## src/rtl/dma_cmpl_pkg.sv

```systemverilog
package dma_cmpl_pkg;

    localparam int CODE_W          = 6;
    localparam int NCH             = 1 << CODE_W;
    localparam int OPT_W           = 32;
    localparam int OPT_EARLY_BIT   = 11;
    localparam int OPT_CODE_LSB    = 12;
    localparam int OPT_FIN_INT_BIT = 20;
    localparam int OPT_MID_INT_BIT = 21;
    localparam int OPT_FIN_CHN_BIT = 22;
    localparam int OPT_MID_CHN_BIT = 23;
    localparam int SEL_W           = 3;

    typedef enum logic [SEL_W-1:0] {
        SEL_PEND_SET = 3'd0,
        SEL_PEND_CLR = 3'd1,
        SEL_EN_SET   = 3'd2,
        SEL_EN_CLR   = 3'd3
    } reg_sel_e;

    typedef struct packed {
        logic              early;
        logic [CODE_W-1:0] code;
        logic              fin_int;
        logic              mid_int;
        logic              fin_chn;
        logic              mid_chn;
    } cmpl_ctl_t;

    function automatic cmpl_ctl_t decode_opt(input logic [OPT_W-1:0] opt);
        cmpl_ctl_t c;
        c.early   = opt[OPT_EARLY_BIT];
        c.code    = opt[OPT_CODE_LSB +: CODE_W];
        c.fin_int = opt[OPT_FIN_INT_BIT];
        c.mid_int = opt[OPT_MID_INT_BIT];
        c.fin_chn = opt[OPT_FIN_CHN_BIT];
        c.mid_chn = opt[OPT_MID_CHN_BIT];
        return c;
    endfunction

    function automatic logic [NCH-1:0] code_mask(input logic [CODE_W-1:0] code);
        logic [NCH-1:0] m;
        m       = '0;
        m[code] = 1'b1;
        return m;
    endfunction

endpackage

```

## src/rtl/dma_cmpl_route.sv

```systemverilog
module dma_cmpl_route
    import dma_cmpl_pkg::*;
#(
    parameter bit EARLY_SRC = 1'b0
) (
    input  logic             vld,
    input  logic [OPT_W-1:0] opt,
    input  logic             last,
    output logic [NCH-1:0]   pend_set,
    output logic [NCH-1:0]   chn_set
);
    cmpl_ctl_t ctl;
    logic      take;
    logic      pend_hit;
    logic      chn_hit;
    logic      unused_opt_bits;

    assign ctl             = decode_opt(opt);
    assign unused_opt_bits = ^{opt[OPT_EARLY_BIT-1:0], opt[OPT_FIN_INT_BIT-1:OPT_CODE_LSB+CODE_W],
                               opt[OPT_W-1:OPT_MID_CHN_BIT+1]};

    always_comb begin
        take     = vld && (ctl.early == EARLY_SRC);
        pend_hit = take && (last ? ctl.fin_int : ctl.mid_int);
        chn_hit  = take && (last ? ctl.fin_chn : ctl.mid_chn);
        pend_set = pend_hit ? code_mask(ctl.code) : '0;
        chn_set  = chn_hit  ? code_mask(ctl.code) : '0;
    end

endmodule

```

## src/rtl/dma_cmpl_intreg.sv

```systemverilog
module dma_cmpl_intreg
    import dma_cmpl_pkg::*;
(
    input  logic             clk,
    input  logic             rst,
    input  logic [NCH-1:0]   hw_set,
    input  logic             wr_en,
    input  logic [SEL_W-1:0] wr_sel,
    input  logic [NCH-1:0]   wr_data,
    output logic [NCH-1:0]   pend_q,
    output logic [NCH-1:0]   en_q,
    output logic             irq
);
    logic [NCH-1:0] p_set, p_clr, e_set, e_clr;
    reg_sel_e       sel;

    always_comb begin
        sel   = reg_sel_e'(wr_sel);
        p_set = hw_set;
        p_clr = '0;
        e_set = '0;
        e_clr = '0;
        if (wr_en) begin
            case (sel)
                SEL_PEND_SET: p_set = hw_set | wr_data;
                SEL_PEND_CLR: p_clr = wr_data;
                SEL_EN_SET:   e_set = wr_data;
                SEL_EN_CLR:   e_clr = wr_data;
                default: ;
            endcase
        end
    end

    always_ff @(posedge clk) begin
        if (rst) begin
            pend_q <= '0;
            en_q   <= '0;
        end else begin
            pend_q <= (pend_q & ~p_clr) | p_set;
            en_q   <= (en_q & ~e_clr) | e_set;
        end
    end

    assign irq = |(pend_q & en_q);

endmodule

```

## src/rtl/dma_cmpl_chain.sv

```systemverilog
module dma_cmpl_chain
    import dma_cmpl_pkg::*;
(
    input  logic              clk,
    input  logic              rst,
    input  logic [NCH-1:0]    set,
    output logic [NCH-1:0]    chain_q,
    output logic              trig_vld,
    output logic [CODE_W-1:0] trig_ch
);
    logic [NCH-1:0] consume;

    always_comb begin
        trig_ch = '0;
        for (int i = NCH - 1; i >= 0; i--) begin
            if (chain_q[i]) trig_ch = CODE_W'(i);
        end
        trig_vld = |chain_q;
        consume  = trig_vld ? code_mask(trig_ch) : '0;
    end

    always_ff @(posedge clk) begin
        if (rst) chain_q <= '0;
        else     chain_q <= (chain_q & ~consume) | set;
    end

endmodule

```

## src/rtl/dma_cmpl_intc.sv

```systemverilog
module dma_cmpl_intc
    import dma_cmpl_pkg::*;
(
    input  logic              clk,
    input  logic              rst,
    input  logic              sub_vld,
    input  logic [OPT_W-1:0]  sub_opt,
    input  logic              sub_last,
    input  logic              done_vld,
    input  logic [OPT_W-1:0]  done_opt,
    input  logic              done_last,
    input  logic              wr_en,
    input  logic [SEL_W-1:0]  wr_sel,
    input  logic [NCH-1:0]    wr_data,
    output logic [NCH-1:0]    pend_q,
    output logic [NCH-1:0]    en_q,
    output logic [NCH-1:0]    chain_q,
    output logic              cpu_irq,
    output logic              chain_trig_vld,
    output logic [CODE_W-1:0] chain_trig_ch
);
    localparam int NSRC = 2;

    logic [NSRC-1:0]             src_vld, src_last;
    logic [NSRC-1:0][OPT_W-1:0]  src_opt;
    logic [NSRC-1:0][NCH-1:0]    src_pend, src_chn;
    logic [NCH-1:0]              pend_set_all, chn_set_all;

    assign src_vld  = {sub_vld, done_vld};
    assign src_last = {sub_last, done_last};
    assign src_opt  = {sub_opt, done_opt};

    generate
        for (genvar g = 0; g < NSRC; g++) begin : g_src
            dma_cmpl_route #(.EARLY_SRC(g == 1)) u_route (
                .vld      (src_vld[g]),
                .opt      (src_opt[g]),
                .last     (src_last[g]),
                .pend_set (src_pend[g]),
                .chn_set  (src_chn[g])
            );
        end
    endgenerate

    always_comb begin
        pend_set_all = '0;
        chn_set_all  = '0;
        for (int s = 0; s < NSRC; s++) begin
            pend_set_all |= src_pend[s];
            chn_set_all  |= src_chn[s];
        end
    end

    dma_cmpl_intreg u_intreg (
        .clk     (clk),
        .rst     (rst),
        .hw_set  (pend_set_all),
        .wr_en   (wr_en),
        .wr_sel  (wr_sel),
        .wr_data (wr_data),
        .pend_q  (pend_q),
        .en_q    (en_q),
        .irq     (cpu_irq)
    );

    dma_cmpl_chain u_chain (
        .clk      (clk),
        .rst      (rst),
        .set      (chn_set_all),
        .chain_q  (chain_q),
        .trig_vld (chain_trig_vld),
        .trig_ch  (chain_trig_ch)
    );

endmodule

```

## config.mk

```make
export PLATFORM = sky130hd
export DESIGN_NAME = dma_cmpl_intc
export DESIGN_NICKNAME = d
export VERILOG_FILES = /design/src/rtl/dma_cmpl_pkg.sv /design/src/rtl/dma_cmpl_route.sv /design/src/rtl/dma_cmpl_intreg.sv /design/src/rtl/dma_cmpl_chain.sv /design/src/rtl/dma_cmpl_intc.sv
export SDC_FILE = /design/constraint.sdc
export NUM_CORES = 1
export LEC_CHECK = 0
export BUFFER_PORTS_ARGS = -buffer_cell sky130_fd_sc_hd__buf_2
export CORE_MARGIN = 2
export CORE_UTILIZATION = 30
export CTS_CLUSTER_DIAMETER = 100
export DETAILED_ROUTE_END_ITERATION = 10
export PLACE_DENSITY = 0.5
export SYNTH_ARGS = -nofsm -noshare
export SYNTH_HDL_FRONTEND = slang
export SYNTH_HIERARCHICAL = 1
export SYNTH_SLANG_ARGS = --single-unit
```

## constraint.sdc

```tcl
create_clock -name clk -period 3.5 [get_ports clk]
set_clock_uncertainty 0.15 [all_clocks]
set_input_delay 0 -clock clk [delete_from_list [all_inputs] [get_ports clk]]
set_output_delay 0 -clock clk [all_outputs]
set_load 0.01 [all_outputs]
```

-- Yosys cells after proc, flatten, opt, wreduce, memory -nomap -nowiden
Cells that the tools add are included.
W data, S select, Z words.
- memories: 0
- bits of input ports: 138
- output and inout port bits: 200
- word-level logic and storage cells: 125
- register bits after elaboration: 192
- RAM bits: 0
- latch bits: 0
- ROM bits: 0
- $add $sub $neg: 0
- divide/modulo/power cells: 0
- magnitude comparators: 6
- multiplexer cells: 87
- reduce and logical (&&, ||, !) cells: 12
- eq/ne operators: 3
- multipliers: 0
- bitwise logic cells: 14
- shifts and indexed selects: 0
- operators with widths (kind ; count):
    $mux W64 ; 13
    $mux W6 ; 64
    $or A64 B64 Y64 ; 6
    $and A64 B64 Y64 ; 4
    $not A64 Y64 ; 3
    $reduce_or A64 Y1 ; 2
    $lt A6 B7 Y1 const B ; 3
    $demux W1 S6 ; 3
    $ge A6 B1 Y1 const B ; 3
    $logic_and A1 B1 Y1 ; 9
    $mux W1 ; 7
    $eq A3 B2 Y1 const B ; 2
    $eq A3 B1 Y1 const B ; 1
    $logic_not A3 Y1 ; 1
    $not A1 Y1 ; 1

-- Logic depth before layout (Yosys ltp)
Gate-level depths: netlist of run 1.
- word-level depth: 72
- depth in mapped cells: 9
- depth with buffers taken out: 8

-- Cells and area by module
Netlist of run 1, hierarchy kept.
- by module, submodules not included (module ; instances ; area an instance (µm²) ; sequential area each (µm²) ; cells an instance):
    dma_cmpl_intreg ; 1 ; 5834.3 ; 2562.5 ; 742
    dma_cmpl_chain ; 1 ; 3533.4 ; 1281.2 ; 465
    dma_cmpl_route (g_src[0].u_route) ; 1 ; 1709.1 ; 0.0 ; 203
    dma_cmpl_route (g_src[1].u_route) ; 1 ; 1689.1 ; 0.0 ; 203
    dma_cmpl_intc ; 1 ; 800.8 ; 0.0 ; 128

-- Worst setup path after synthesis of run 1
No wires, ideal clock.
- path kind: register -> register
- start point: register u_chain.chain_q[16]
- end point: register u_chain.chain_q[11]
- path slack: 900 ps
- cell stages (with the launch flop): 9
- period minus slack after synthesis: 2600 ps
- data arrival time: 2309 ps
- buffers on the path: 1
- library setup time: 140 ps
- required time: 3210 ps
- path through: dfxtp_1 buf_2 or4_1 o311ai_1 a21oi_1 a2111oi_4 nand2_2 nor4b_4 a211oi_1
- word-level cells in the longest chain between the ends: 25
- elaborated cells between the ends (all ways): 27
- those cells by class: order compare (2); mux (20); bitwise (3); reduce/logical (2)
- ends and longest elaborated chain (item ; RTL line ; source):
    start, declared ; dma_cmpl_chain.sv:7 ; output logic [NCH-1:0] chain_q,
    start signal, assigned ; dma_cmpl_chain.sv:24 ; else chain_q <= (chain_q & ~consume) | set;
    $mux W6 (17 in series) ; dma_cmpl_chain.sv:16 ; if (chain_q[i]) trig_ch = CODE_W'(i);
    $lt A6 B7 Y1 (not written as such) / $ge A6 B1 Y1 (equally long branches) ; dma_cmpl_pkg.sv:44 ; m[code] = 1'b1;
    $logic_and A1 B1 Y1 (not written as such) ; dma_cmpl_pkg.sv:44 ;
    $mux W1 (not written as such) ; dma_cmpl_pkg.sv:44 ;
    $demux W1 S6 ; -- ;
    $mux W64 (*) ; dma_cmpl_chain.sv:19 ; consume = trig_vld ? code_mask(trig_ch) : '0;
    $not A64 Y64 (*) ; dma_cmpl_chain.sv:24 ;
    $and A64 B64 Y64 (*) ; dma_cmpl_chain.sv:24 ;
    $or A64 B64 Y64 (*) ; dma_cmpl_chain.sv:24 ;
Mark *: on every way between the ends. The rest lies on a longest branch, timed or not.
A chain may end at the register's enable or synchronous reset.

-- Final worst setup path of run 1
- start point: register u_chain.chain_q[63]
- end point: register u_chain.chain_q[3]
- word-level cells in the longest chain between the ends: 72
- elaborated cells between the ends (all ways): 74
- those cells by class: order compare (2); mux (67); bitwise (3); reduce/logical (2)
- ends and longest elaborated chain (item ; RTL line):
    $mux W6 (64 in series) ; dma_cmpl_chain.sv:16
    $lt A6 B7 Y1 (not written as such) / $ge A6 B1 Y1 (equally long branches) ; dma_cmpl_pkg.sv:44
    $logic_and A1 B1 Y1 (not written as such) ; dma_cmpl_pkg.sv:44
    $mux W1 (not written as such) ; dma_cmpl_pkg.sv:44
    $demux W1 S6 ; --
    $mux W64 (*) ; dma_cmpl_chain.sv:19
    $not A64 Y64 (*) ; dma_cmpl_chain.sv:24
    $and A64 B64 Y64 (*) ; dma_cmpl_chain.sv:24
    $or A64 B64 Y64 (*) ; dma_cmpl_chain.sv:24
Marks and branches as above.

==> metrics.csv, run 1 <==
metric;value;unit
outcome;finished clean;
Crit-path slowest cell;nor3b_4;
CP top delay family;compound AO/OA/AOI/OAI gates;
top cells by count, synth;192 x dfxtp_1, 188 x nor2_1, 172 x nor4_1;
Fill cells;4631;
Sequential Power Share;0.432;
clk sinks;192;
Reg clk slew, reported paths;0.07;ns
Initial DRC Count;1060;
vias in the first global route;13823;
largest net degree at the start of global routing;129;
initial core utilization;0.305;
Vias/cell;5.75;
sequential area share after synthesis;0.283;
Area Overhead vs Synth;21.8;%
Post-CTS Setup Bufs;0;
synthesis-stage register bit count;192;
Num CTS Buffers;17;
Net Count, Synth;1879;
die width;217;µm
placed cells;2485;
row cnt;77;
Reg area;0.00384;mm²
switching pwr;1680;µW
Comb pwr share;0.184;
Tot GR Track Use;0.241;
Int Power;3570;µW
Highest Clock Rate;317;MHz
Clk pwr share;0.384;
Static Leak;0.00627;µW
Synth async-reset ratio;0;
Buffers on Ports;295;
crit path launch;u_chain/chain_q[63]$_SDFF_PP0_;
Skew-Pair Late Insertion Delay;0.47;ns
CP Buf/Inv Count;0;
final instance area;0.0165;mm²
global-route wire length before repair;87200;µm
number of synthesized flops with an enable pin;0;
Worst Setup Path Type;flip-flop to flip-flop;
total global routing overflow;0;
Max rail drop VDD;0.000342;V
total power draw;5240;µW
Cell Chain, Critical Path;nand2b_1 -> a2111oi_0 -> o221ai_1 -> a2111o_1 -> a31oi_2 -> nor3b_4 -> o22ai_1;
CTS tree;done;
vias post-DR;14842;
DRT Pass-1 Iters;5;
endpoints failing setup;0;
switching portion of total power;0.320;
Yosys top cell area share;0.283;
Synth Cell Area;0.0136;mm²
fin. max-slew vios;0;
count leader, synth;dfxtp_1;
clk buf depth;2;
required time worst endpoint;3.66;ns
hpwl dp;41500;µm
multi-input logic area;0.00871;mm²
RSZ-0062 raised after global routing;no;
hold wc startpoint;sub_opt[21];
clock root buffer master;clkbuf_16;
min cycle time layout;3.16;ns
crit share post-route;0.902;
Routed Wire Length;58500;µm
Worst setup SP type;flip-flop;
Final Hold Fails;0;
Die Span Y;217;µm
power per cell area;317;mW/mm²
DRC;0;
Syn. warnings;6;
Worst Max-Slew Pin Slew;1.24;ns
Mapped Cells;1741;
Crit Reg-Reg Startpoint;u_chain/chain_q[63]$_SDFF_PP0_;
Data arrival, critical path;3.32;ns
Routed Antenna Nets;0;
Post-Layout Cell Count;2581;
crit path max fanout;9;
gpl congestion;0.863;
top cell type by total area after synthesis;dfxtp_1;
Synth Area per Inst;7.79;µm²
WL/cell;22.7;µm
Max stage delay on crit path;0.52;ns
Area contributors post-synth;dfxtp_1 28%, nor4_2 8.7%, nor4_1 7.9%;
HP Class;input port to flip-flop;
prevailing post-synth register cell;dfxtp_1;
depth of the CTS H-tree;4;
max_cap viols;0;
initial antenna violation count;0;
core area;0.0444;mm²
Worst slew margin;0.171;
CP endpoint kind;flip-flop;
full die area;0.0469;mm²
Hold WS;0.115;ns
dpl cell area;0.0153;mm²
Netlist cell types;67;
ant diodes;0;
nets@finish;2115;
share of post-route cells with drive strength above 1;0.256;
ports placed on the boundary;338;
TNS Setup;0;ns
area by class of cell:
cell class | count | area share
clock buffers | 20 | 0.0282
clock inverters | 11 | 0.00757
inverters | 22 | 0.00500
multi-input cells | 1338 | 0.527
flip-flops and latches | 192 | 0.233
well taps | 592 | 0.0448
repair buffers | 406 | 0.155
state kept, by name, indices dropped and copies added, names as in the netlist:
| name | cells |
|---|---|
| u_chain/chain_q | 64 |
| u_intreg/en_q | 64 |
| u_intreg/pend_q | 64 |
per-layer routing:
| metal | up-vias | GRT usage | wire length, µm |
|---|---|---|---|
| met2 | 625 | 0.398 | 27500 |
| met5 | - | 0 | 0 |
| met4 | 0 | 0.0717 | 1160 |
| met3 | 60 | 0.0481 | 4170 |
| met1 | 7232 | 0.318 | 25700 |
| li1 | 6925 | - | - |
metrics by stage:
step	utilization	setup slack (ns)
6_report	0.372	0.344
5_1_grt	0.372	0.175
3_3_place_gp	0.344	0.422
4_1_cts	0.372	0.391
3_5_place_dp	0.344	0.418
2_1_floorplan	-	0.900
final timing paths:
path,end,slack [ns],cells past startpoint
worst max-delay path,u_chain/chain_q[3]$_SDFF_PP0_,0.34,7
worst min-delay path,u_intreg/pend_q[52]$_SDFF_PP0_,0.12,6
worst max register to register,u_chain/chain_q[3]$_SDFF_PP0_,0.34,7
worst min register to register,u_intreg/en_q[32]$_SDFF_PP0_,0.35,2
power by group through the flow:
stage	clock (µW)	combinational (µW)	sequential (µW)
2_1_floorplan	0	581	2320
3_3_place_gp	0	887	2310
3_5_place_dp	0	897	2310
4_1_cts	2070	955	2260
5_1_grt	2150	1030	2270
6_report	2010	966	2260
logic make-up (layout without fill, tap and decap cells):
family / count (synthesis) / after routing / share of synthesized area
AND/OR/NAND/NOR: 991 / 991 / 0.463
AO/OA/AOI/OAI: 343 / 343 / 0.171
buffers and inverters: 211 / 459 / 0.0792
flip-flops: 192 / 192 / 0.283
multiplexers: 4 / 4 / 0.00378
timing repair:
item | CTS | global route
hold buffers | 65 | 0
endpoints found under the hold margin | 136 | 0
gates resized for setup | 0 | 0
worst min-delay path, cell delays in order:
cell     delay (ns)
buf_2          0.10
mux2i_4        0.11
nor4_1         0.22
or2_1          0.14
nor3_1         0.05
nor2_1         0.07
cells in the final DEF, fill, tap and decap left out, types with 75 or more instances in the layout:
cell type    n
buf_2      293
o21ai_0     75
nand2_1     76
nor4_1     172
a21oi_1     88
nor4_2      94
dfxtp_1    192
or2_1      128
nor2_1     188
nor3_1     154
No activity file was read; power rests on OpenSTA's default activity.
==> run 2, diff against run 1 <==
==> constraint.sdc (replaced) <==
create_clock -name clk -period 3.5 [get_ports clk]
set_clock_uncertainty 0.15 [all_clocks]
set_input_delay 0.525 -clock clk [delete_from_list [all_inputs] [get_ports clk]]
set_output_delay 0.525 -clock clk [all_outputs]
set_load 0.01 [all_outputs]
==> run 2 against run 1 <==
Compared with the run above:
- utilization down 0.83 points
- clock power is essentially flat
- hold slack improved by 0.096 ns
- first-iteration DRC count is the same
- critical endpoint is now chain_trig_ch[2]
- largest cell class unchanged
==> metrics.csv, run 2 (synthesis results as in run 1) <==
metric;value;unit;change
outcome;finished clean;;
Reg clk slew, reported paths;0.07;ns;about the same
required time worst endpoint;2.82;ns;-0.84 ns
RSZ-0062 raised after global routing;no;;
Buffers on Ports;295;;unchanged
most common cell after layout, fill and taps aside;buf_2;;
Worst setup SP type;flip-flop;;
Data arrival, critical path;2.73;ns;-0.59 ns
vias post-DR;14643;;-1.3%
Num CTS Buffers;17;;unchanged
Routed Wire Length;57900;µm;-1.1%
endpoints failing setup;0;;unchanged
WL/cell;22.8;µm;+0.66%
hpwl dp;41400;µm;-0.21%
Area Overhead vs Synth;19.1;%;
Max rail drop VDD;0.000360;V;+5.4%
ports placed on the boundary;338;;unchanged
fin. max-slew vios;0;;unchanged
Initial DRC Count;1060;;unchanged
share of post-route cells with drive strength above 1;0.272;;+0.0158
global-route wire length before repair;85600;µm;-1.8%
HP Class;input port to flip-flop;;
Post-Layout Cell Count;2535;;-1.8%
Post-CTS Hold Fix Bufs;0;;-100%
Routed Antenna Nets;0;;unchanged
Post-CTS Setup Bufs;0;;unchanged
power per cell area;326;mW/mm²;+2.7%
TNS Setup;0;ns;unchanged
vias in the first global route;13771;;-0.38%
Tot GR Track Use;0.238;;-0.00348
Skew-Pair Late Insertion Delay;0.47;ns;about the same
crit share post-route;0.974;;+0.0723
initial antenna violation count;3;;+3
post_cts resized;1;;+1
die width;217;µm;unchanged
CP endpoint kind;output port;;
total global routing overflow;0;;unchanged
CTS tree;done;;
most frequent cells in the layout;293 x buf_2, 192 x dfxtp_1, 188 x nor2_1;;
clk buf depth;2;;unchanged
gpl congestion;0.873;;+1.1%
clock root buffer master;clkbuf_16;;
Highest Clock Rate;293;MHz;-7.4%
row cnt;77;;unchanged
largest net degree at the start of global routing;129;;unchanged
DRT Pass-1 Iters;5;;unchanged
Vias/cell;5.78;;+0.45%
DRC;0;;unchanged
max_cap viols;0;;unchanged
crit path max fanout;9;;unchanged
nets@finish;2065;;-2.4%
core area;0.0444;mm²;unchanged
biggest regs;u_chain/chain_q: 64 flops, u_intreg/en_q: 64 flops, u_intreg/pend_q: 64 flops;;
depth of the CTS H-tree;4;;unchanged
Worst Setup Path Type;flip-flop to output port;;
Final Hold Fails;0;;unchanged
min cycle time layout;3.41;ns;+0.253 ns
full die area;0.0469;mm²;unchanged
Static Leak;0.00613;µW;-2.2%
Worst Max-Slew Pin Slew;1.18;ns;-0.0603 ns
placed cells;2500;;+0.60%
Worst slew margin;0.211;;+0.0402
initial core utilization;0.305;;unchanged
Die Span Y;217;µm;unchanged
clk sinks;192;;unchanged
==> run 2: cell count changes in the layout (fill, tap and decap cells not counted), sizes merged <==
| cell | change |
|---|---|
| dlygate4sd3 | -65 |
| buf | +15 |
| diode | +3 |
| clkinvlp | -3 |
| clkbuf | -2 |
| clkinv | +1 |
| inv | +5 |
==> run 2: area by class of cell <==
type	instances	area (µm²)
multi-input cells	1338	8750
repair buffers	356	2140
well taps	592	741
fillers	4729	28300
clock buffers	18	429
clock inverters	14	165
diodes	3	7.51
inverters	22	82.6
flip-flops and latches	192	3840
==> run 2: metal layers <==
layer  vias up  GRT usage  share of wire
li1       6852          -              -
met1      7123      0.310           0.44
met2       573      0.379           0.46
met3        93     0.0532          0.070
met4         2     0.0968          0.030
met5         -          0        0.00021
==> run 2: metrics by stage <==
step	hold WS (ns)	setup slack (ns)	util	cell area, µm²	total power, µW
3_5_place_dp	0.333	0.444	0.349	15500	3260
6_report	0.212	0.0906	0.364	16200	5270
4_1_cts	0.180	0.0516	0.363	16100	5300
5_1_grt	0.214	0.0171	0.364	16200	5450
2_1_floorplan	0.360	0.846	-	13600	2900
3_3_place_gp	0.326	0.406	0.349	15500	3250
==> run 2: worst paths after layout <==
path,start,cells after the start,slack [ns],end
setup / recovery,u_chain/chain_q[23]$_SDFF_PP0_,7,0.09,chain_trig_ch[2]
hold / removal,rst,2,0.21,u_chain/chain_q[56]$_SDFF_PP0_
setup reg to reg,u_chain/chain_q[23]$_SDFF_PP0_,9,0.56,u_chain/chain_q[27]$_SDFF_PP0_
hold reg to reg,u_intreg/en_q[38]$_SDFF_PP0_,2,0.35,u_intreg/en_q[38]$_SDFF_PP0_
==> run 2: power by group <==
group / total (µW) / internal [µW] / switching, µW
Sequential: 2260 / 2220 / 44.5
Clock: 2040 / 1020 / 1020
Combinational: 959 / 286 / 672
==> run 2: critical path, cell delays in order, from the launching register on <==
cell       delay [ns]
dfxtp_1          0.41
or4_1            0.61
or3_1            0.46
a31oi_2          0.25
a2111oi_4        0.10
nor2_2           0.16
inv_2            0.11
buf_2            0.17
